[src/rtl/bcd_adj_pkg.sv]
package bcd_adj_pkg;

  // Result bundle carried from the datapath into the output stage.
  typedef struct packed {
    logic [7:0] val;
    logic       cf;
    logic       af;
    logic       sf;
    logic       zf;
    logic       pf;
    logic       of;
  } adj_res_t;

  localparam int unsigned DIGIT_MAX = 9;
  localparam int unsigned DIGIT_FIX = 6;

endpackage

[src/rtl/bcd_low_fix.sv]
module bcd_low_fix #(
  parameter int unsigned BYTE_W = 8
) (
  input  logic [BYTE_W-1:0] orig,
  input  logic              af_in,
  input  logic              cf_in,
  input  logic              sub,
  output logic              fire,
  output logic [BYTE_W-1:0] fixed,
  output logic              pcarry
);
  import bcd_adj_pkg::*;

  localparam int unsigned NIB_W = BYTE_W / 2;
  localparam logic [NIB_W-1:0]  NIB_LIM  = NIB_W'(DIGIT_MAX);
  localparam logic [BYTE_W-1:0] STEP     = BYTE_W'(DIGIT_FIX);
  localparam logic [BYTE_W-1:0] ADD_EDGE = BYTE_W'((1 << BYTE_W) - 1 - DIGIT_FIX);

  logic carry_add, carry_sub;

  // Borrow or carry the +/-6 step would produce out of the byte.
  assign carry_add = (orig > ADD_EDGE) | cf_in;
  assign carry_sub = (orig < STEP) | cf_in;

  always_comb begin
    fire   = (orig[NIB_W-1:0] > NIB_LIM) | af_in;
    fixed  = orig;
    pcarry = 1'b0;
    if (fire) begin
      fixed  = sub ? (orig - STEP) : (orig + STEP);
      pcarry = sub ? carry_sub : carry_add;
    end
  end

endmodule

[src/rtl/bcd_high_fix.sv]
module bcd_high_fix #(
  parameter int unsigned BYTE_W = 8
) (
  input  logic [BYTE_W-1:0] orig,
  input  logic              cf_in,
  input  logic              sub,
  input  logic [BYTE_W-1:0] lo_fixed,
  input  logic              lo_carry,
  output logic [BYTE_W-1:0] result,
  output logic              carry
);
  import bcd_adj_pkg::*;

  localparam int unsigned NIB_W = BYTE_W / 2;
  localparam logic [BYTE_W-1:0] HI_LIM  = BYTE_W'((DIGIT_MAX << NIB_W) | DIGIT_MAX);
  localparam logic [BYTE_W-1:0] HI_STEP = BYTE_W'(DIGIT_FIX << NIB_W);

  logic fire;

  // Decision taken on the unadjusted byte, applied to the low-fixed one.
  assign fire = (orig > HI_LIM) | cf_in;

  always_comb begin
    result = lo_fixed;
    carry  = lo_carry;
    if (fire) begin
      result = sub ? (lo_fixed - HI_STEP) : (lo_fixed + HI_STEP);
      carry  = 1'b1;
    end
  end

endmodule

[src/rtl/bcd_flag_gen.sv]
module bcd_flag_gen #(
  parameter int unsigned BYTE_W = 8
) (
  input  logic [BYTE_W-1:0] value,
  output logic              sf,
  output logic              zf,
  output logic              pf
);
  assign sf = value[BYTE_W-1];
  assign zf = (value == '0);
  assign pf = ~(^value[7:0]);
endmodule

[src/rtl/bcd_adjust_unit.sv]
module bcd_adjust_unit #(
  parameter int unsigned BYTE_W     = 8,
  parameter bit          REGISTERED = 1'b1
) (
  input  logic              clk,
  input  logic              rst,
  input  logic              in_valid,
  input  logic [BYTE_W-1:0] in_byte,
  input  logic              in_cf,
  input  logic              in_af,
  input  logic              in_sub,
  output logic [BYTE_W-1:0] out_byte,
  output logic              out_cf,
  output logic              out_af,
  output logic              out_sf,
  output logic              out_zf,
  output logic              out_pf,
  output logic              out_of
);
  import bcd_adj_pkg::*;

  logic              lo_fire, lo_carry, hi_carry;
  logic [BYTE_W-1:0] lo_val, hi_val;
  logic              f_sf, f_zf, f_pf;
  adj_res_t          nxt, cur;

  bcd_low_fix #(.BYTE_W(BYTE_W)) u_low (
    .orig(in_byte), .af_in(in_af), .cf_in(in_cf), .sub(in_sub),
    .fire(lo_fire), .fixed(lo_val), .pcarry(lo_carry)
  );

  bcd_high_fix #(.BYTE_W(BYTE_W)) u_high (
    .orig(in_byte), .cf_in(in_cf), .sub(in_sub),
    .lo_fixed(lo_val), .lo_carry(lo_carry),
    .result(hi_val), .carry(hi_carry)
  );

  bcd_flag_gen #(.BYTE_W(BYTE_W)) u_flags (
    .value(hi_val), .sf(f_sf), .zf(f_zf), .pf(f_pf)
  );

  always_comb begin
    nxt     = '0;
    nxt.val = 8'(hi_val);
    nxt.cf  = hi_carry;
    nxt.af  = lo_fire;
    nxt.sf  = f_sf;
    nxt.zf  = f_zf;
    nxt.pf  = f_pf;
    nxt.of  = 1'b0;
  end

  generate
    if (REGISTERED) begin : g_reg
      always_ff @(posedge clk) begin
        if (rst)           cur <= '0;
        else if (in_valid) cur <= nxt;
      end
    end else begin : g_comb
      assign cur = nxt;
    end
  endgenerate

  assign out_byte = BYTE_W'(cur.val);
  assign out_cf   = cur.cf;
  assign out_af   = cur.af;
  assign out_sf   = cur.sf;
  assign out_zf   = cur.zf;
  assign out_pf   = cur.pf;
  assign out_of   = cur.of;

endmodule

[config.mk]
export PLATFORM = sky130hd
export DESIGN_NAME = bcd_adjust_unit
export DESIGN_NICKNAME = d
export VERILOG_FILES = /design/src/rtl/bcd_adj_pkg.sv /design/src/rtl/bcd_low_fix.sv /design/src/rtl/bcd_high_fix.sv /design/src/rtl/bcd_flag_gen.sv /design/src/rtl/bcd_adjust_unit.sv
export SDC_FILE = /design/constraint.sdc
export NUM_CORES = 1
export LEC_CHECK = 0
export CORE_ASPECT_RATIO = 1.75
export CORE_MARGIN = 2
export CORE_UTILIZATION = 40
export DETAILED_ROUTE_END_ITERATION = 10
export PLACE_DENSITY = 0.75
export RECOVER_POWER = 50
export SETUP_SLACK_MARGIN = 0.15
export SLEW_MARGIN = 20
export SYNTH_ARGS = -nofsm -noshare
export SYNTH_HDL_FRONTEND = slang
export SYNTH_SLANG_ARGS = --single-unit
[constraint.sdc]
create_clock -name clk -period 5 [get_ports clk]
set_input_delay 1 -clock clk [delete_from_list [all_inputs] [get_ports clk]]
set_output_delay 1 -clock clk [all_outputs]
set_load 0.01 [all_outputs]
==> impl_metrics.ini, run 1 <==
[worst_setup_path]
start_kind = input port
endpoint = out_pf$_SDFFE_PP0P_
critical-path-max-stage-delay_ns = 0.61
cp_slowest_cell = clkdlybuf4s50_1
crit_path_max_fanout = 6
crit_chain = clkdlybuf4s50_1, inv_1, ha_1, and4bb_4, o22ai_2, xnor2_2, fa_1, xor2_1, mux2i_1, and2_1, xnor2_1, ha_1, xnor2_1, xnor2_1, mux2i_1, nor2_1
r2r_slack_ns = 4.22
reg2reg_to = out_byte[6]$_SDFFE_PP0P_
cp.arrival_ns = 4.49
cp.required_ns = 5.11
cp-startpoint = in_byte[1]
crit_path_frequent_cell = xnor2_1
critPathCaptureType = flip-flop
path_class = input port to flip-flop
worstRegToRegCells = 3
reg2reg_from = out_byte[6]$_SDFFE_PP0P_

[cts]
clock_tree.buffer_depth = 2
htree_num_levels = 1
root_buffer = clkbuf_8
clock_sinks = 12
insertion_delay_ns = 0.23
post_cts_buffers = 0
holdBufCountCts = 0
cts_tree = yes
cts-resized-gates = 0
cts_buffers = 3
clk_pin_slew_worst_paths_ns = 0.05

[drt]
drtPass1Iterations = 4
ant_nets = 0
vias = 871
drc = 0
via_per_inst = 5.44
drtIter0Drc = 9
wire_per_inst_microns = 13.3
wirelength_microns = 2130

[floorplan]
rows = 24
core_region_area_sq_um = 2430
start_util_pct = 41.3
ioPinCount = 28
die_w_microns = 41.9
die_area_sq_um = 2940
die_height_microns = 70.3

[timing]
slew_violations = 0
layout_min_cycle_time_ns = 4.39
rsz0062_at_grt = no
clock_skew_ns = 0
tns_ns = 0
finalHoldViolCount = 0
finalWorstSetupSlack_ns = 0.615
setup_viol = 0
fmax_mhz = 228
relSlewSlack_pct = 57.2
worstMarginPinSlew_ns = 0.641
timing.final.crit_share_pct = 87.7

[synthesis]
syn_area_sq_um = 1000
yosys_warnings = 0
synthTopCellsByArea = dfxtp_1, ha_1, xnor2_1, nor2_1, mux2i_1
ys_seq_area_share_pct = 23.9
yosysTopAreaCellShare_pct = 23.9
netlist_instances = 111
syn_area_per_cell_sq_um = 9.05
yosysUniqueCellTypes = 44
synth_nets = 132
synth_area_leader_cell = dfxtp_1
ys_ff_latch = 12

[power_and_ir_drop]
leakage_nw = 0.546
vdd_drop_max_v = 0.000127
power.density_nw_per_um2 = 265
power.total_uw = 346

[placed_design]
place_inst = 156
preCtsSetupSlack_ns = 0.364
post-dp-hpwl_microns = 1780
port_buffers = 26
place.gp.congestion = 0.798

[finish]
post_route_cells_drive_above_1_share_pct = 13.4
final_util_pct = 53.7
layout.nets = 156
diodes = 0
final_cells = 160
synthToLayoutAreaGrowth_pct = 30.0

[global_routing]
grt_pass1_wl_microns = 3710
gr-total-overflow = 0
grt_pass1_vias = 851
grt_max_degree = 18
antenna_found_initial = 0
grtUsageTotal_pct = 16.2

[worst_hold_path]
hold_class = flip-flop to flip-flop
worstHoldPathCells = 2

[run]
drv_cap = 0

[status]
outcome = finished clean
## routing by layer
| metal | up-vias | track usage [%] | share of wire (%) |
|---|---|---|---|
| li1 | 430 | - | - |
| met1 | 414 | 14.5 | 36 |
| met2 | 23 | 33.2 | 58 |
| met3 | 4 | 1.81 | 3.7 |
| met4 | 0 | 7.53 | 2.4 |
| met5 | - | 0 | 0 |
## cells by family after synthesis
group           count (synthesis)  synth area share, %
fa+ha+maj                       7                 9.46
other cells                     1                0.373
mux                             5                 4.98
buf+inv                        13                 6.85
flops                          12                 23.9
simple gates                   37                 22.0
xor+xnor                       12                 12.7
compound gates                 24                 19.7
## Yosys cell counts, drive strengths merged
cell type / n
and3b: 1
a21bo: 1
inv: 6
fa: 1
and4bb: 1
o22ai: 1
nand4bb: 1
a311oi: 1
ha: 6
dfxtp: 12
nor3b: 1
nand2: 6
nor2: 15
o21a: 3
o2bb2ai: 1
xnor2: 8
nand4: 1
a21oi: 7
a41o: 1
buf: 5
nand2b: 1
a211oi: 5
conb: 1
xor2: 4
nor2b: 3
nand3b: 2
mux2i: 5
clkbuf: 2
o31ai: 1
o21ai: 1
o211ai: 1
a21o: 1
nor4b: 1
nand4b: 1
and2: 1
nand3: 2
## cells in the final DEF (no fill, tap or decap), types with 2 or more instances in the layout
cell type / instances
dlygate4sd3_1: 12
o21a_1: 2
nand3b_1: 2
nor2_1: 14
xor2_1: 2
ha_1: 6
nor2b_1: 3
nand2_1: 6
a21oi_2: 2
mux2i_1: 5
clkdlybuf4s50_1: 14
xor2_2: 2
a21oi_1: 5
nand3_1: 2
xnor2_1: 7
dfxtp_1: 12
a211oi_1: 3
clkbuf_8: 4
inv_1: 6
a211oi_2: 2
## how the worst min path moves through the flow
stage                                   from                       end  slack [ns]
finish              out_byte[2]$_SDFFE_PP0P_  out_byte[2]$_SDFFE_PP0P_        0.48
global route        out_byte[3]$_SDFFE_PP0P_  out_byte[3]$_SDFFE_PP0P_        0.51
CTS                 out_byte[2]$_SDFFE_PP0P_  out_byte[2]$_SDFFE_PP0P_        0.48
detailed placement  out_byte[2]$_SDFFE_PP0P_  out_byte[2]$_SDFFE_PP0P_        0.48
global placement         out_zf$_SDFFE_PP0P_       out_zf$_SDFFE_PP0P_        0.47
floorplan           out_byte[7]$_SDFFE_PP0P_  out_byte[7]$_SDFFE_PP0P_        0.50
## critical path, delay by kind of cell
kind	cells	cell delay [ns]
compound gates	1	0.09
xor+xnor	5	0.76
fa+ha+maj	3	0.88
buf+inv	2	0.72
mux	2	0.46
simple gates	3	0.57
## final cells by class
type / count / area, sq um
fill: 235 / 1130
multi-input combinational: 86 / 696
timing repair buffer: 26 / 260
sequential: 12 / 240
clock buffer: 4 / 55.1
tap: 26 / 32.5
inverter: 6 / 22.5
## state kept, by name, summed over array words and instances (netlist names)
register,cells
out_zf,1
out_cf,1
out_pf,1
out_af,1
out_byte,8
## per-stage QoR
step	instance area, sq um	hold slack, ns
2_1_floorplan	1000	0.502
3_3_place_gp	1250	0.468
3_5_place_dp	1250	0.477
4_1_cts	1310	0.484
5_1_grt	1310	0.506
6_report	1310	0.480
## power by group
part | internal (mW) | switching, mW
clock | 0.0694 | 0.0336
sequential | 0.106 | 0.00545
combinational | 0.0681 | 0.0626
total | 0.244 | 0.102
No activity file was read; power rests on OpenSTA's default activity.
==> inputs of run 2 (changes only) <==
--- a/config.mk
+++ b/config.mk
@@ -6,9 +6,9 @@
 export NUM_CORES = 1
 export LEC_CHECK = 0
 export CORE_ASPECT_RATIO = 1.75
-export CORE_MARGIN = 2
 export CORE_UTILIZATION = 40
 export DETAILED_ROUTE_END_ITERATION = 10
+export MAX_ROUTING_LAYER = met4
 export PLACE_DENSITY = 0.75
 export RECOVER_POWER = 50
 export SETUP_SLACK_MARGIN = 0.15
==> run 2 against run 1 <==
  * Count of clock-buffer cells in the layout unchanged
  * Total power increased by 0.24%
  * Sequential share of layout area about the same
  * Critical path depth unchanged
  * Utilization increased by 2.3 points
  * Global-route usage increased by 2.5 points
  * Via count decreased by 2.3%
  * Critical path type unchanged
  * Critical endpoint unchanged
  * Largest cell class unchanged
==> impl_metrics.ini, run 2 (synthesis gave the netlist of run 1 again) <==
[floorplan]
start_util_pct = 43.1
die_height_microns = 68.3
die_w_microns = 39.9
core_region_area_sq_um = 2330
ioPinCount = 28
die_area_sq_um = 2720
rows = 23

[cts]
root_buffer = clkbuf_8
cts-resized-gates = 0
clk_pin_slew_worst_paths_ns = 0.05
clock_tree.buffer_depth = 2
clock_sinks = 12
cts_buffers = 3
insertion_delay_ns = 0.24
holdBufCountCts = 0
htree_num_levels = 1
cts_tree = yes
post_cts_buffers = 0

[timing]
clock_skew_ns = 0
finalHoldViolCount = 0
worstMarginPinSlew_ns = 0.649
tns_ns = 0
relSlewSlack_pct = 56.6
rsz0062_at_grt = no
setup_viol = 0
fmax_mhz = 232
slew_violations = 0
timing.final.crit_share_pct = 86.2
layout_min_cycle_time_ns = 4.31

[drt]
via_per_inst = 5.35
drc = 0
ant_nets = 0
drtIter0Drc = 14
wirelength_microns = 2010
wire_per_inst_microns = 12.7
drtPass1Iterations = 4
vias = 851

[power_and_ir_drop]
leakage_nw = 0.546
power.total_uw = 346
vdd_drop_max_v = 0.000142
power.density_nw_per_um2 = 265

[worst_setup_path]
cp_num_buf_inv = 2
cp_slowest_cell = clkdlybuf4s50_1
crit_path_frequent_cell = xnor2_1
critical-path-top-delay-family = adder cells
r2r_slack_ns = 4.22
critical-path-max-stage-delay_ns = 0.59
crit_chain = clkdlybuf4s50_1, inv_1, ha_1, and4bb_4, o22ai_2, xnor2_2, fa_1, xor2_1, mux2i_1, and2_1, xnor2_1, ha_1, xnor2_1, xnor2_1, mux2i_1, nor2_1
crit_path_max_fanout = 6
start_kind = input port
cp.arrival_ns = 4.48
cp.required_ns = 5.17
path_class = input port to flip-flop
critPathCaptureType = flip-flop

[status]
outcome = finished clean

[finish]
layout.nets = 156
synthToLayoutAreaGrowth_pct = 29.9
most-common-layout-cells = nor2_1, clkdlybuf4s50_1, dlygate4sd3_1, dfxtp_1, xnor2_1
post_route_cells_drive_above_1_share_pct = 13.4
largest_register_ff_count = 8
diodes = 0

[global_routing]
grt_pass1_vias = 853
grt_max_degree = 18
antenna_found_initial = 0
grt_pass1_wl_microns = 3390
gr-total-overflow = 0
grtUsageTotal_pct = 18.7

[worst_hold_path]
hold_class = flip-flop to flip-flop

[placed_design]
place.gp.congestion = 0.800
port_buffers = 26
post-dp-hpwl_microns = 1680

[run]
drv_cap = 0
run 2: cell counts in the layout (fill, tap and decap cells not counted):
No cell type changed its count.
run 2: layer usage:
metal,routed length (microns),up-vias,track usage [%]
li1,-,431,-
met1,778,389,17.8
met2,1090,25,32.7
met3,54,6,0.974
met4,88,0,14.2
met5,0,-,-
run 2: final cells by class:
cell class | instances | area [sq um]
inverter | 6 | 22.5
tap | 25 | 31.3
fill | 195 | 1030
clock buffer | 4 | 55.1
multi-input combinational | 86 | 696
timing repair buffer | 26 | 260
sequential | 12 | 240
run 2: tightest hold or removal path, stage by stage (launching register included):
cell and delay (ns):
dfxtp_1 0.30, nor2_1 0.08, a311oi_1 0.05
run 2: final timing paths:
kind | start | cells after the start | to
min reg2reg | out_cf$_SDFFE_PP0P_ | 2 | out_cf$_SDFFE_PP0P_
max reg2reg | out_byte[6]$_SDFFE_PP0P_ | 3 | out_byte[6]$_SDFFE_PP0P_
max | in_byte[1] | 16 | out_pf$_SDFFE_PP0P_
min | out_cf$_SDFFE_PP0P_ | 2 | out_cf$_SDFFE_PP0P_
run 2: per-stage QoR:
step | std cells | setup WS, ns | instance area [sq um] | utilization (%) | hold WS (ns)
after floorplan | 111 | 1.34 | 1000 | - | 0.502
after global placement | 155 | 0.538 | 1250 | 53.6 | 0.469
after detailed placement | 155 | 0.442 | 1250 | 53.6 | 0.478
after CTS | 159 | 0.663 | 1310 | 56.0 | 0.485
after global routing | 159 | 0.394 | 1310 | 56.0 | 0.495
final | 159 | 0.689 | 1310 | 56.0 | 0.479
run 2: where the power goes:
group	switching (mW)	internal, mW
logic	0.0619	0.0680
registers	0.00476	0.106
clock network	0.0359	0.0696
total	0.103	0.244
